$ cat config.mk
export PLATFORM = sky130hd
export DESIGN_NAME = twostep_seq
export DESIGN_NICKNAME = d
export VERILOG_FILES = /design/src/rtl/twostep_pkg.sv /design/src/rtl/ts_bank_timer.sv /design/src/rtl/ts_data_window.sv /design/src/rtl/twostep_seq.sv
export SDC_FILE = /design/constraint.sdc
export NUM_CORES = 1
export LEC_CHECK = 0
export ABC_AREA = 0
export CORE_MARGIN = 4
export CORE_UTILIZATION = 54
export DETAILED_ROUTE_END_ITERATION = 10
export PLACE_DENSITY = 0.82
export SLEW_MARGIN = 20
export SYNTH_ARGS = -nofsm -noshare
export SYNTH_HDL_FRONTEND = slang
export SYNTH_SLANG_ARGS = --single-unit
export TNS_END_PERCENT = 50
$ cat constraint.sdc
create_clock -name clk -period 7 [get_ports clk]
set_input_delay 2.1 -clock clk [delete_from_list [all_inputs] [get_ports clk]]
set_output_delay 2.1 -clock clk [all_outputs]
set_load 0.005 [all_outputs]
$ cat src/rtl/twostep_pkg.sv
// Shared command encoding for the paired-command sequencer.
// Assumes: a 3-bit command field on the memory command bus.
package twostep_pkg;
    typedef enum logic [2:0] {
        CMD_NOP     = 3'd0,
        CMD_OPEN_RD = 3'd1,
        CMD_OPEN_WR = 3'd2,
        CMD_COL     = 3'd3,
        CMD_RFSH    = 3'd4
    } cmd_e;

    typedef enum logic {
        ST_FIRST  = 1'b0,
        ST_SECOND = 1'b1
    } seq_st_e;
endpackage

$ cat src/rtl/ts_bank_timer.sv
// Per-bank row-cycle timers. Opening a bank loads its counter with TRC-1;
// a refresh loads every counter with REFC-1. A bank is busy while its
// counter is nonzero. Assumes TRC >= 2 and REFC >= 2, and that the
// caller never opens a busy bank.
module ts_bank_timer #(
    parameter int NBANK = 4,
    parameter int BW    = 2,
    parameter int TRC   = 6,
    parameter int REFC  = 9
) (
    input  logic             clk,
    input  logic             rst_n,
    input  logic             open_en,
    input  logic [BW-1:0]    open_bank,
    input  logic             ref_en,
    output logic [NBANK-1:0] busy
);
    localparam int TMAX = (TRC > REFC) ? TRC : REFC;
    localparam int CW   = $clog2(TMAX + 1);

    for (genvar g = 0; g < NBANK; g++) begin : g_bank
        logic [CW-1:0] cnt_q;

        // Load on open or refresh, otherwise count down to zero.
        always_ff @(posedge clk) begin
            if (!rst_n)
                cnt_q <= '0;
            else if (ref_en)
                cnt_q <= CW'(REFC - 1);
            else if (open_en && (open_bank == BW'(g)))
                cnt_q <= CW'(TRC - 1);
            else if (cnt_q != '0)
                cnt_q <= cnt_q - 1'b1;
        end

        assign busy[g] = (cnt_q != '0);

        // a bank is only opened once its timer has run out
        a_r5_open_idle_bank: assert property (@(posedge clk) disable iff (!rst_n)
            (open_en && (open_bank == BW'(g))) |-> (cnt_q == '0));

        // refresh only starts with this bank idle
        a_r8_refresh_bank_idle: assert property (@(posedge clk) disable iff (!rst_n)
            ref_en |-> (cnt_q == '0));
    end
endmodule

$ cat src/rtl/ts_data_window.sv
// Data-bus reservation pipes. Bit 0 of each pipe is the current clock;
// higher bits are future clocks. A probe describes the window the
// presented request would need; free says it clashes with nothing
// booked. Booking ORs the window in, already shifted by one clock.
// Assumes CL >= 1 and probe_len <= WMAX.
module ts_data_window #(
    parameter int CL   = 3,
    parameter int WMAX = 4,
    parameter int LW   = 3
) (
    input  logic          clk,
    input  logic          rst_n,
    input  logic          probe_wr,
    input  logic [LW-1:0] probe_len,
    input  logic          book_en,
    output logic          free,
    output logic          rd_now,
    output logic          wr_now,
    output logic          idle
);
    localparam int DEPTH = CL + 3 + WMAX;

    logic [DEPTH-1:0] rd_q, wr_q, want;
    int               start;

    // Build the mask of clocks (relative to now) the probed request needs.
    always_comb begin
        start = probe_wr ? (CL + 1) : (CL + 2);
        for (int i = 0; i < DEPTH; i++)
            want[i] = (i >= start) && (i < start + int'(probe_len));
    end

    assign free   = ((rd_q | wr_q) & want) == '0;
    assign rd_now = rd_q[0];
    assign wr_now = wr_q[0];
    assign idle   = (rd_q == '0) && (wr_q == '0);

    // Advance the pipes by one clock and add any new booking.
    always_ff @(posedge clk) begin
        if (!rst_n) begin
            rd_q <= '0;
            wr_q <= '0;
        end else begin
            rd_q <= (rd_q >> 1) | ((book_en && !probe_wr) ? (want >> 1) : '0);
            wr_q <= (wr_q >> 1) | ((book_en &&  probe_wr) ? (want >> 1) : '0);
        end
    end

    // read and write windows never share a clock
    a_r7_no_bus_clash: assert property (@(posedge clk) disable iff (!rst_n)
        !(rd_q[0] && wr_q[0]));

    // a booking only lands on free clocks
    a_r7_book_when_free: assert property (@(posedge clk) disable iff (!rst_n)
        book_en |-> free);
endmodule

$ cat src/rtl/twostep_seq.sv
// Paired-command access sequencer. Accepts one read/write request per
// two clocks. It issues an opening command (bank + upper address) and then
// a column command (lower address, write burst code). Refresh is issued as
// open-for-write followed by refresh. Bank timers and data-window
// reservation decide acceptance. Assumes UA_W >= LA_W, NBANK a power of
// two, and BL even.
module twostep_seq
    import twostep_pkg::*;
#(
    parameter  int NBANK = 4,
    parameter  int UA_W  = 12,
    parameter  int LA_W  = 8,
    parameter  int CL    = 3,
    parameter  int BL    = 4,
    parameter  int TRC   = 6,
    parameter  int REFC  = 9,
    localparam int BW    = (NBANK > 1) ? $clog2(NBANK) : 1
) (
    input  logic             clk,
    input  logic             rst_n,
    input  logic             req_valid,
    output logic             req_ready,
    input  logic             req_write,
    input  logic [BW-1:0]    req_bank,
    input  logic [UA_W-1:0]  req_upper,
    input  logic [LA_W-1:0]  req_lower,
    input  logic [1:0]       req_wbl,
    input  logic             ref_valid,
    output logic             ref_ready,
    output logic [2:0]       cmd,
    output logic [BW-1:0]    cmd_bank,
    output logic [UA_W-1:0]  cmd_addr,
    output logic [1:0]       cmd_wbl,
    output logic             rd_valid,
    output logic             wr_en,
    output logic [NBANK-1:0] bank_busy
);
    localparam int RCLK = BL / 2;
    localparam int WMAX = (RCLK > 4) ? RCLK : 4;
    localparam int LW   = $clog2(WMAX + 1);

    seq_st_e          state_q;
    cmd_e             cmd_q;
    logic [BW-1:0]    bank_q;
    logic [UA_W-1:0]  addr_q;
    logic [1:0]       wbl_q;
    logic [LA_W-1:0]  lower_q;
    logic [1:0]       lwbl_q;
    logic             is_ref_q;

    logic [LW-1:0]    wlen, probe_len;
    logic             slot_free, win_idle, take_ref, take_req, can_req;

    // Decode the write burst code into a window length in clocks.
    always_comb begin
        case (req_wbl)
            2'b00:   wlen = LW'(1);
            2'b01:   wlen = LW'(2);
            2'b10:   wlen = LW'(4);
            default: wlen = LW'(RCLK);
        endcase
    end

    assign probe_len = req_write ? wlen : LW'(RCLK);

    // Arbitration: refresh first, then a request that fits bank and bus.
    always_comb begin
        take_ref  = (state_q == ST_FIRST) && ref_valid && (bank_busy == '0) && win_idle;
        can_req   = (state_q == ST_FIRST) && !take_ref && !bank_busy[req_bank] && slot_free;
        take_req  = can_req && req_valid;
        req_ready = can_req;
        ref_ready = take_ref;
    end

    ts_bank_timer #(
        .NBANK(NBANK), .BW(BW), .TRC(TRC), .REFC(REFC)
    ) u_timer (
        .clk(clk), .rst_n(rst_n),
        .open_en(take_req), .open_bank(req_bank),
        .ref_en(take_ref), .busy(bank_busy)
    );

    ts_data_window #(
        .CL(CL), .WMAX(WMAX), .LW(LW)
    ) u_window (
        .clk(clk), .rst_n(rst_n),
        .probe_wr(req_write), .probe_len(probe_len),
        .book_en(take_req), .free(slot_free),
        .rd_now(rd_valid), .wr_now(wr_en), .idle(win_idle)
    );

    // Command bus: opening command, then column/refresh, else deselect.
    always_ff @(posedge clk) begin
        if (!rst_n) begin
            state_q  <= ST_FIRST;
            cmd_q    <= CMD_NOP;
            bank_q   <= '0;
            addr_q   <= '0;
            wbl_q    <= '0;
            lower_q  <= '0;
            lwbl_q   <= '0;
            is_ref_q <= 1'b0;
        end else if (state_q == ST_SECOND) begin
            cmd_q   <= is_ref_q ? CMD_RFSH : CMD_COL;
            addr_q  <= is_ref_q ? '0 : UA_W'(lower_q);
            wbl_q   <= is_ref_q ? 2'b00 : lwbl_q;
            state_q <= ST_FIRST;
        end else if (take_ref) begin
            cmd_q    <= CMD_OPEN_WR;
            bank_q   <= '0;
            addr_q   <= '0;
            wbl_q    <= '0;
            is_ref_q <= 1'b1;
            state_q  <= ST_SECOND;
        end else if (take_req) begin
            cmd_q    <= req_write ? CMD_OPEN_WR : CMD_OPEN_RD;
            bank_q   <= req_bank;
            addr_q   <= req_upper;
            wbl_q    <= '0;
            lower_q  <= req_lower;
            lwbl_q   <= req_write ? req_wbl : 2'b00;
            is_ref_q <= 1'b0;
            state_q  <= ST_SECOND;
        end else begin
            cmd_q  <= CMD_NOP;
            bank_q <= '0;
            addr_q <= '0;
            wbl_q  <= '0;
        end
    end

    assign cmd      = cmd_q;
    assign cmd_bank = bank_q;
    assign cmd_addr = addr_q;
    assign cmd_wbl  = wbl_q;

    // an open-for-read is always followed by a column command
    a_r1_read_pair: assert property (@(posedge clk) disable iff (!rst_n)
        (cmd_q == CMD_OPEN_RD) |=> (cmd_q == CMD_COL));

    // the bank field is held across the command pair
    a_r1_bank_held: assert property (@(posedge clk) disable iff (!rst_n)
        ((cmd_q == CMD_OPEN_RD) || (cmd_q == CMD_OPEN_WR)) |=> $stable(cmd_bank));

    // an open-for-write is followed by column or refresh
    a_r2_write_pair: assert property (@(posedge clk) disable iff (!rst_n)
        (cmd_q == CMD_OPEN_WR) |=> ((cmd_q == CMD_COL) || (cmd_q == CMD_RFSH)));

    // nothing is accepted while the column slot is issued
    a_r6_no_accept_in_second: assert property (@(posedge clk) disable iff (!rst_n)
        (state_q == ST_SECOND) |-> (!req_ready && !ref_ready));

    // refresh starts only with banks idle and the data bus quiet
    a_r8_refresh_quiet: assert property (@(posedge clk) disable iff (!rst_n)
        ref_ready |-> ((bank_busy == '0) && !rd_valid && !wr_en));

    // a deselect carries all-zero fields
    a_r9_nop_fields_zero: assert property (@(posedge clk) disable iff (!rst_n)
        (cmd_q == CMD_NOP) |-> ((cmd_bank == '0) && (cmd_addr == '0) && (cmd_wbl == '0)));
endmodule

==> results of run 1 <==
per-layer routing:
metal / up-vias / wire length (µm) / track usage
met5: - / 0 / 0
met4: 0 / 131 / 0.117
met2: 53 / 2760 / 0.324
met1: 988 / 2370 / 0.228
met3: 13 / 283 / 0.0510
li1: 1063 / - / -
critical path, cell delays in order:
cell and delay [ns]:
clkdlybuf4s50_1 0.45, or4b_2 0.57, nor4_1 0.35, nand3_1 0.24, and2_1 0.20, clkdlybuf4s50_1 0.44
cell usage after synthesis, drive strengths merged:
| cell type | count | area share |
|---|---|---|
| a31oi | 4 | 0.0096 |
| o31ai | 1 | 0.0048 |
| nor3 | 7 | 0.013 |
| mux4 | 1 | 0.0086 |
| or4b | 1 | 0.0038 |
| mux2i | 10 | 0.038 |
| or3b | 4 | 0.013 |
| a21o | 3 | 0.0086 |
| conb | 1 | 0.0014 |
| nor4 | 3 | 0.013 |
| and3 | 3 | 0.0072 |
| o2111ai | 1 | 0.0034 |
| xnor2 | 4 | 0.013 |
| inv | 12 | 0.017 |
| or3 | 4 | 0.0096 |
| nand3b | 5 | 0.014 |
| or4 | 3 | 0.010 |
| nand4 | 2 | 0.0048 |
| o21ai | 9 | 0.017 |
| clkbuf | 10 | 0.015 |
| or2 | 1 | 0.0024 |
| nor2b | 3 | 0.010 |
| nand2b | 7 | 0.020 |
| o211ai | 3 | 0.0086 |
| nand3 | 9 | 0.017 |
| and2 | 18 | 0.043 |
| nand2 | 34 | 0.049 |
| buf | 6 | 0.021 |
| a21oi | 22 | 0.042 |
| a22o | 8 | 0.027 |
| and4 | 1 | 0.0034 |
| ha | 4 | 0.019 |
| nor2 | 9 | 0.013 |
| dfxtp | 65 | 0.50 |
flip-flops by register name, indices dropped and copies added, names as in the netlist:
name and cells:
cmd 3, cmd_addr 12, cmd_bank 2, cmd_wbl 2, is_ref_q 1, lower_q 8
lwbl_q 2, state_q 1, u_timer.g_bank.cnt_q 16, u_window.rd_q 9, u_window.wr_q 9
cell type report:
type | count | area share
Clock buffer | 13 | 0.0444
Clock inverter | 3 | 0.0119
Inverter | 12 | 0.0134
Multi-Input combinational cell | 186 | 0.353
Sequential cell | 65 | 0.388
Tap cell | 54 | 0.0202
Timing Repair Buffer | 57 | 0.169
power by group through the flow:
stage	clock, µW	combinational [µW]	sequential [µW]
global route	325	478	490
CTS	313	437	479
floorplan	0	318	478
finish	304	436	480
detailed placement	0	435	487
global placement	0	423	484
through the flow:
step / hold slack, ns / instances / instance area [µm²] / worst slack (ns) / utilization
floorplan: 0.420 / 279 / 2620 / 1.55 / -
global placement: 0.431 / 374 / 3160 / 0.573 / 0.673
detailed placement: 0.435 / 374 / 3160 / 0.545 / 0.674
CTS: 0.448 / 390 / 3350 / 0.542 / 0.714
global route: 0.475 / 390 / 3350 / 0.335 / 0.714
finish: 0.449 / 390 / 3350 / 0.550 / 0.714
how the worst max path moves through the flow:
stage / startpoint / slack [ns] / endpoint / cells past startpoint
after floorplan: ref_valid / 1.55 / req_ready / 4
after global placement: ref_valid / 0.57 / req_ready / 6
after detailed placement: ref_valid / 0.55 / req_ready / 6
after CTS: ref_valid / 0.54 / req_ready / 6
after global routing: ref_valid / 0.34 / req_ready / 6
final: ref_valid / 0.55 / req_ready / 6
kinds of logic (layout without fill, tap and decap cells):
logic type	Yosys count	in the layout	synth area share
DFF	65	65	0.498
other	1	2	0.00144
xor gates and xnor gates	4	4	0.0134
buffers and inverters	28	85	0.0527
and+or+nand+nor	114	114	0.247
muxes	11	11	0.0469
AOI/OAI and AO/OA	51	51	0.121
adders and majority gates	4	4	0.0192
==> impl_metrics.yaml, run 1 <==
drt:
  ant_nets: 0
  drtPass1Iterations: 4
  drt-total-wl_mm: 5.54
  via_per_inst: 5.43
  via_count: 2117
  drt-wirelength-per-cell_um: 14.2
  drc: 0
  drt_iter0_drc: 159
sta:
  tightest_slew_ns: 0.688
  clock_skew_ns: 0.00684
  final_max_slew_viol_count: 0
  final-hold-violation-count: 0
  max_freq_mhz: 155
  finalSetupTns_ns: 0
  slew_headroom: 0.539
  period_needed_ns: 6.45
  rsz0062_at_grt: "no"
  setup_viol: 0
  min_period_over_period: 0.921
final_layout:
  seqCellArea_um2: 1300
  multi_input_area_um2: 1180
  drive_gt1_frac: 0.0714
  nNetsFinal: 364
  layout_common_cells: "dfxtp_1 (65), clkdlybuf4s50_1 (55), nand2_1 (34)"
  fill_cells: 375
  synthToLayoutAreaGrowth_pct: 28.3
  n_antenna_cell: 0
  final_common_cell: "dfxtp_1"
clocking:
  cts_sinks: 65
  clk-insertion-delay-late_ns: 0.33
  post-cts-setup-buffer-count: 0
  clk_path_buf_depth: 2
  htreeDepth: 3
  cts_buffers: 9
  cts_hold_buffers: 0
  root_buffer: "clkbuf_8"
  cts_tree: "yes"
  clkTransAtPathRegs_ns: 0.06
  ctsResizeCount: 0
yosys:
  syn-cell-area_um2: 2610
  postSynthCellCount: 278
  yosysWarnings: 0
  synth_cell_type_count: 43
  ys_seq_elements: 65
  seq_area_frac_synth: 0.498
  syn_area_per_cell_um2: 9.40
pwr:
  clockPowerShare: 0.249
  cellPowerDensity_nw_per_um2: 364
  p_switching_uw: 381
  p_seq_frac: 0.394
  p_int_uw: 839
  switching_share: 0.312
  irDropWorstVdd_v: 0.000295
  power_leakage_uw: 0.00133
  total_power_uw: 1220
  combPwrFrac: 0.358
placed_design:
  numPortBuffers: 55
  hpwl_mm: 3.91
  gp_congestion: 0.796
critical_path:
  cp-start-kind: "input port"
  arrival_ns: 4.35
  cp_max_fo: 5
  critPathKind: "in -> out"
  required_ns: 4.90
  reg2reg_slack_ns: 4.01
  r2r.worst_path.cells: 7
  worstReg2RegStart: "u_timer.g_bank[3].cnt_q[0]$_SDFFE_PP0P_"
  reg2reg_to: "lower_q[1]$_SDFFE_PN0P_"
  worstSetupEndpointType: "output pin"
worst_hold_path:
  hp-class: "reg -> reg"
  worstHoldEndpoint: "u_window.rd_q[2]$_SDFF_PN0_"
  min_from: "u_window.rd_q[3]$_SDFF_PN0_"
  holdPathStages: 1
status:
  run_status: "complete, no violations"
floorplanning:
  start_util: 0.557
  die_area_um2: 6010
  core_um2: 4690
  rows: 25
  ioPinCount: 56
  dieHeight_um: 77.6
  die_w_um: 77.6
global_routing:
  grt_pass1_wl_mm: 9.20
  antenna_found_initial: 0
  grt_overflow: 0
  track_usage: 0.196
  grt_max_degree: 46
  grt_pass1_vias: 2033
job:
  maxCapViolations: 0
Note: power is estimated with default switching activity, not from simulation.
==> run 2, diff against run 1 <==
Settings changed: CAP_MARGIN set to 20.
==> results of run 2 <==
The final DEF is identical to that of run 1; final timing and power are the same.
==> run 3, diff against run 2 <==
Settings changed: ABC_CLOCK_PERIOD_IN_PS set to 7000, REMOVE_ABC_BUFFERS set to 1.
==> impl_metrics.yaml, run 3 (same netlist as run 1, synthesis figures left out) <==
status:
  run_status: "complete, no violations"
pwr:
  combPwrFrac: 0.352
  p_switching_uw: 392
  p_seq_frac: 0.395
  clockPowerShare: 0.252
  irDropWorstVdd_v: 0.000207
  cellPowerDensity_nw_per_um2: 363
  p_int_uw: 824
  switching_share: 0.322
  power_leakage_uw: 0.00133
critical_path:
  cp-start-kind: "input port"
  cp_common_cell: "clkdlybuf4s50_1"
  required_ns: 4.90
  reg2reg_to: "cmd_addr[11]$_SDFF_PP0_"
  critical_path.slowest_cell: "or4b_2"
  critPathKind: "in -> out"
  startpoint: "ref_valid"
  max_stage_delay_ns: 0.59
  critPathTopFamily: "simple AND/OR/NAND/NOR gates"
  path_cells: "clkdlybuf4s50_1 > or4b_2 > nor4_1 > nand3_1 > and2_1 > clkdlybuf4s50_1"
  cp-endpoint: "req_ready"
  worstReg2RegStart: "u_timer.g_bank[0].cnt_q[0]$_SDFFE_PP0P_"
  cp.depth: 6
  cp_max_fo: 5
  reg2reg_slack_ns: 4.00
  arrival_ns: 4.56
  worstSetupEndpointType: "output pin"
  crit_buf_inv: 2
  r2r.worst_path.cells: 7
sta:
  timing.hold.ws_ns: 0.461
  tightest_slew_ns: 0.639
  final-hold-violation-count: 0
  min_period_over_period: 0.951
  period_needed_ns: 6.66
  max_freq_mhz: 150
  rsz0062_at_grt: "no"
  clock_skew_ns: 0.00933
  final_max_slew_viol_count: 0
  setup_viol: 0
  slew_headroom: 0.572
  finalSetupTns_ns: 0
  final.setup.worst_slack_ns: 0.340
clocking:
  clk-insertion-delay-late_ns: 0.34
  cts_sinks: 65
  clk_path_buf_depth: 2
  cts_tree: "yes"
  root_buffer: "clkbuf_8"
  htreeDepth: 3
  clkTransAtPathRegs_ns: 0.06
  cts_buffers: 9
  post-cts-setup-buffer-count: 0
  ctsResizeCount: 0
  cts_hold_buffers: 0
final_layout:
  layout_common_cells: "dfxtp_1 (65), clkdlybuf4s50_1 (55), nand2_1 (34)"
  n_antenna_cell: 0
  final_common_cell: "dfxtp_1"
  drive_gt1_frac: 0.0776
  nNetsFinal: 363
  regMostFlops: "u_timer.g_bank.cnt_q"
  largest_register_ffs: 16
  synthToLayoutAreaGrowth_pct: 28.2
global_routing:
  track_usage: 0.197
  grt_pass1_wl_mm: 9.14
  grt_overflow: 0
  grt_pass1_vias: 1974
  grt_max_degree: 46
  antenna_found_initial: 0
drt:
  drtPass1Iterations: 4
  ant_nets: 0
  drt-total-wl_mm: 5.43
  via_per_inst: 5.41
  drc: 0
  wl_met3_um: 256
  via_count: 2105
  drt_iter0_drc: 116
  wl_met2_mm: 2.68
  met1_length_mm: 2.38
  drt-wirelength-per-cell_um: 14.0
  dr.max_layer_used: "met4"
placed_design:
  gp_congestion: 0.815
  numPortBuffers: 55
  place_ws_ns: 0.340
  hpwl_mm: 3.88
floorplanning:
  start_util: 0.557
  core_um2: 4690
  rows: 25
  die_w_um: 77.6
  die_area_um2: 6010
  ioPinCount: 56
  dieHeight_um: 77.6
job:
  maxCapViolations: 0
worst_hold_path:
  hp-class: "reg -> reg"
run 3: changes by cell type in the layout (fill, tap and decap cells not counted):
cell | previous run | this run
clkbuf_1 | 3 | 0
inv_6 | 0 | 1
buf_4 | 2 | 1
clkinv_4 | 0 | 1
clkinv_2 | 2 | 3
clkinvlp_4 | 0 | 1
clkbuf_8 | 10 | 9
run 3: per-stage QoR:
stage	area [µm²]	instances	util	total power [µW]
floorplan	2520	263	-	759
global placement	3150	373	0.671	899
detailed placement	3150	373	0.671	915
CTS	3340	389	0.713	1230
global route	3350	389	0.714	1300
finish	3350	389	0.714	1220
run 3: tightest hold or removal path, delay by kind of cell, from the launching register on:
family	cells	cell delay, ns
AO/OA/AOI/OAI	1	0.05
flip-flops	1	0.31
AND/OR/NAND/NOR	1	0.06
run 3: power by group through the flow:
stage	registers [µW]	logic [µW]	clock network, µW
after floorplan	478	281	0
after global routing	490	479	331
after global placement	485	414	0
after detailed placement	487	427	0
final	481	428	307
after CTS	481	431	315
run 3: how the worst min path moves through the flow:
stage	depth (start not counted)	from	slack (ns)	to
after floorplan	1	u_window.rd_q[3]$_SDFF_PN0_	0.42	u_window.rd_q[2]$_SDFF_PN0_
after global placement	1	u_window.wr_q[3]$_SDFF_PN0_	0.43	u_window.wr_q[2]$_SDFF_PN0_
after detailed placement	1	u_window.wr_q[2]$_SDFF_PN0_	0.44	u_window.wr_q[1]$_SDFF_PN0_
after CTS	1	u_window.wr_q[3]$_SDFF_PN0_	0.46	u_window.wr_q[2]$_SDFF_PN0_
after global routing	2	lower_q[5]$_SDFFE_PN0P_	0.48	lower_q[5]$_SDFFE_PN0P_
final	2	cmd_bank[0]$_SDFFE_PN0N_	0.46	cmd_bank[0]$_SDFFE_PN0N_
run 3: cell type report:
type,instances,area (µm²)
clock inverter,7,70.1
clock buffer,9,124
inverter,12,45.0
fill,370,1340
timing repair buffer,56,558
tap,54,67.6
sequential,65,1300
multi-input combinational,186,1180
run 3: routing by layer:
metal	up-vias	track usage
met3	8	0.0406
met2	50	0.320
met5	-	0
met4	0	0.109
li1	1058	-
met1	989	0.243
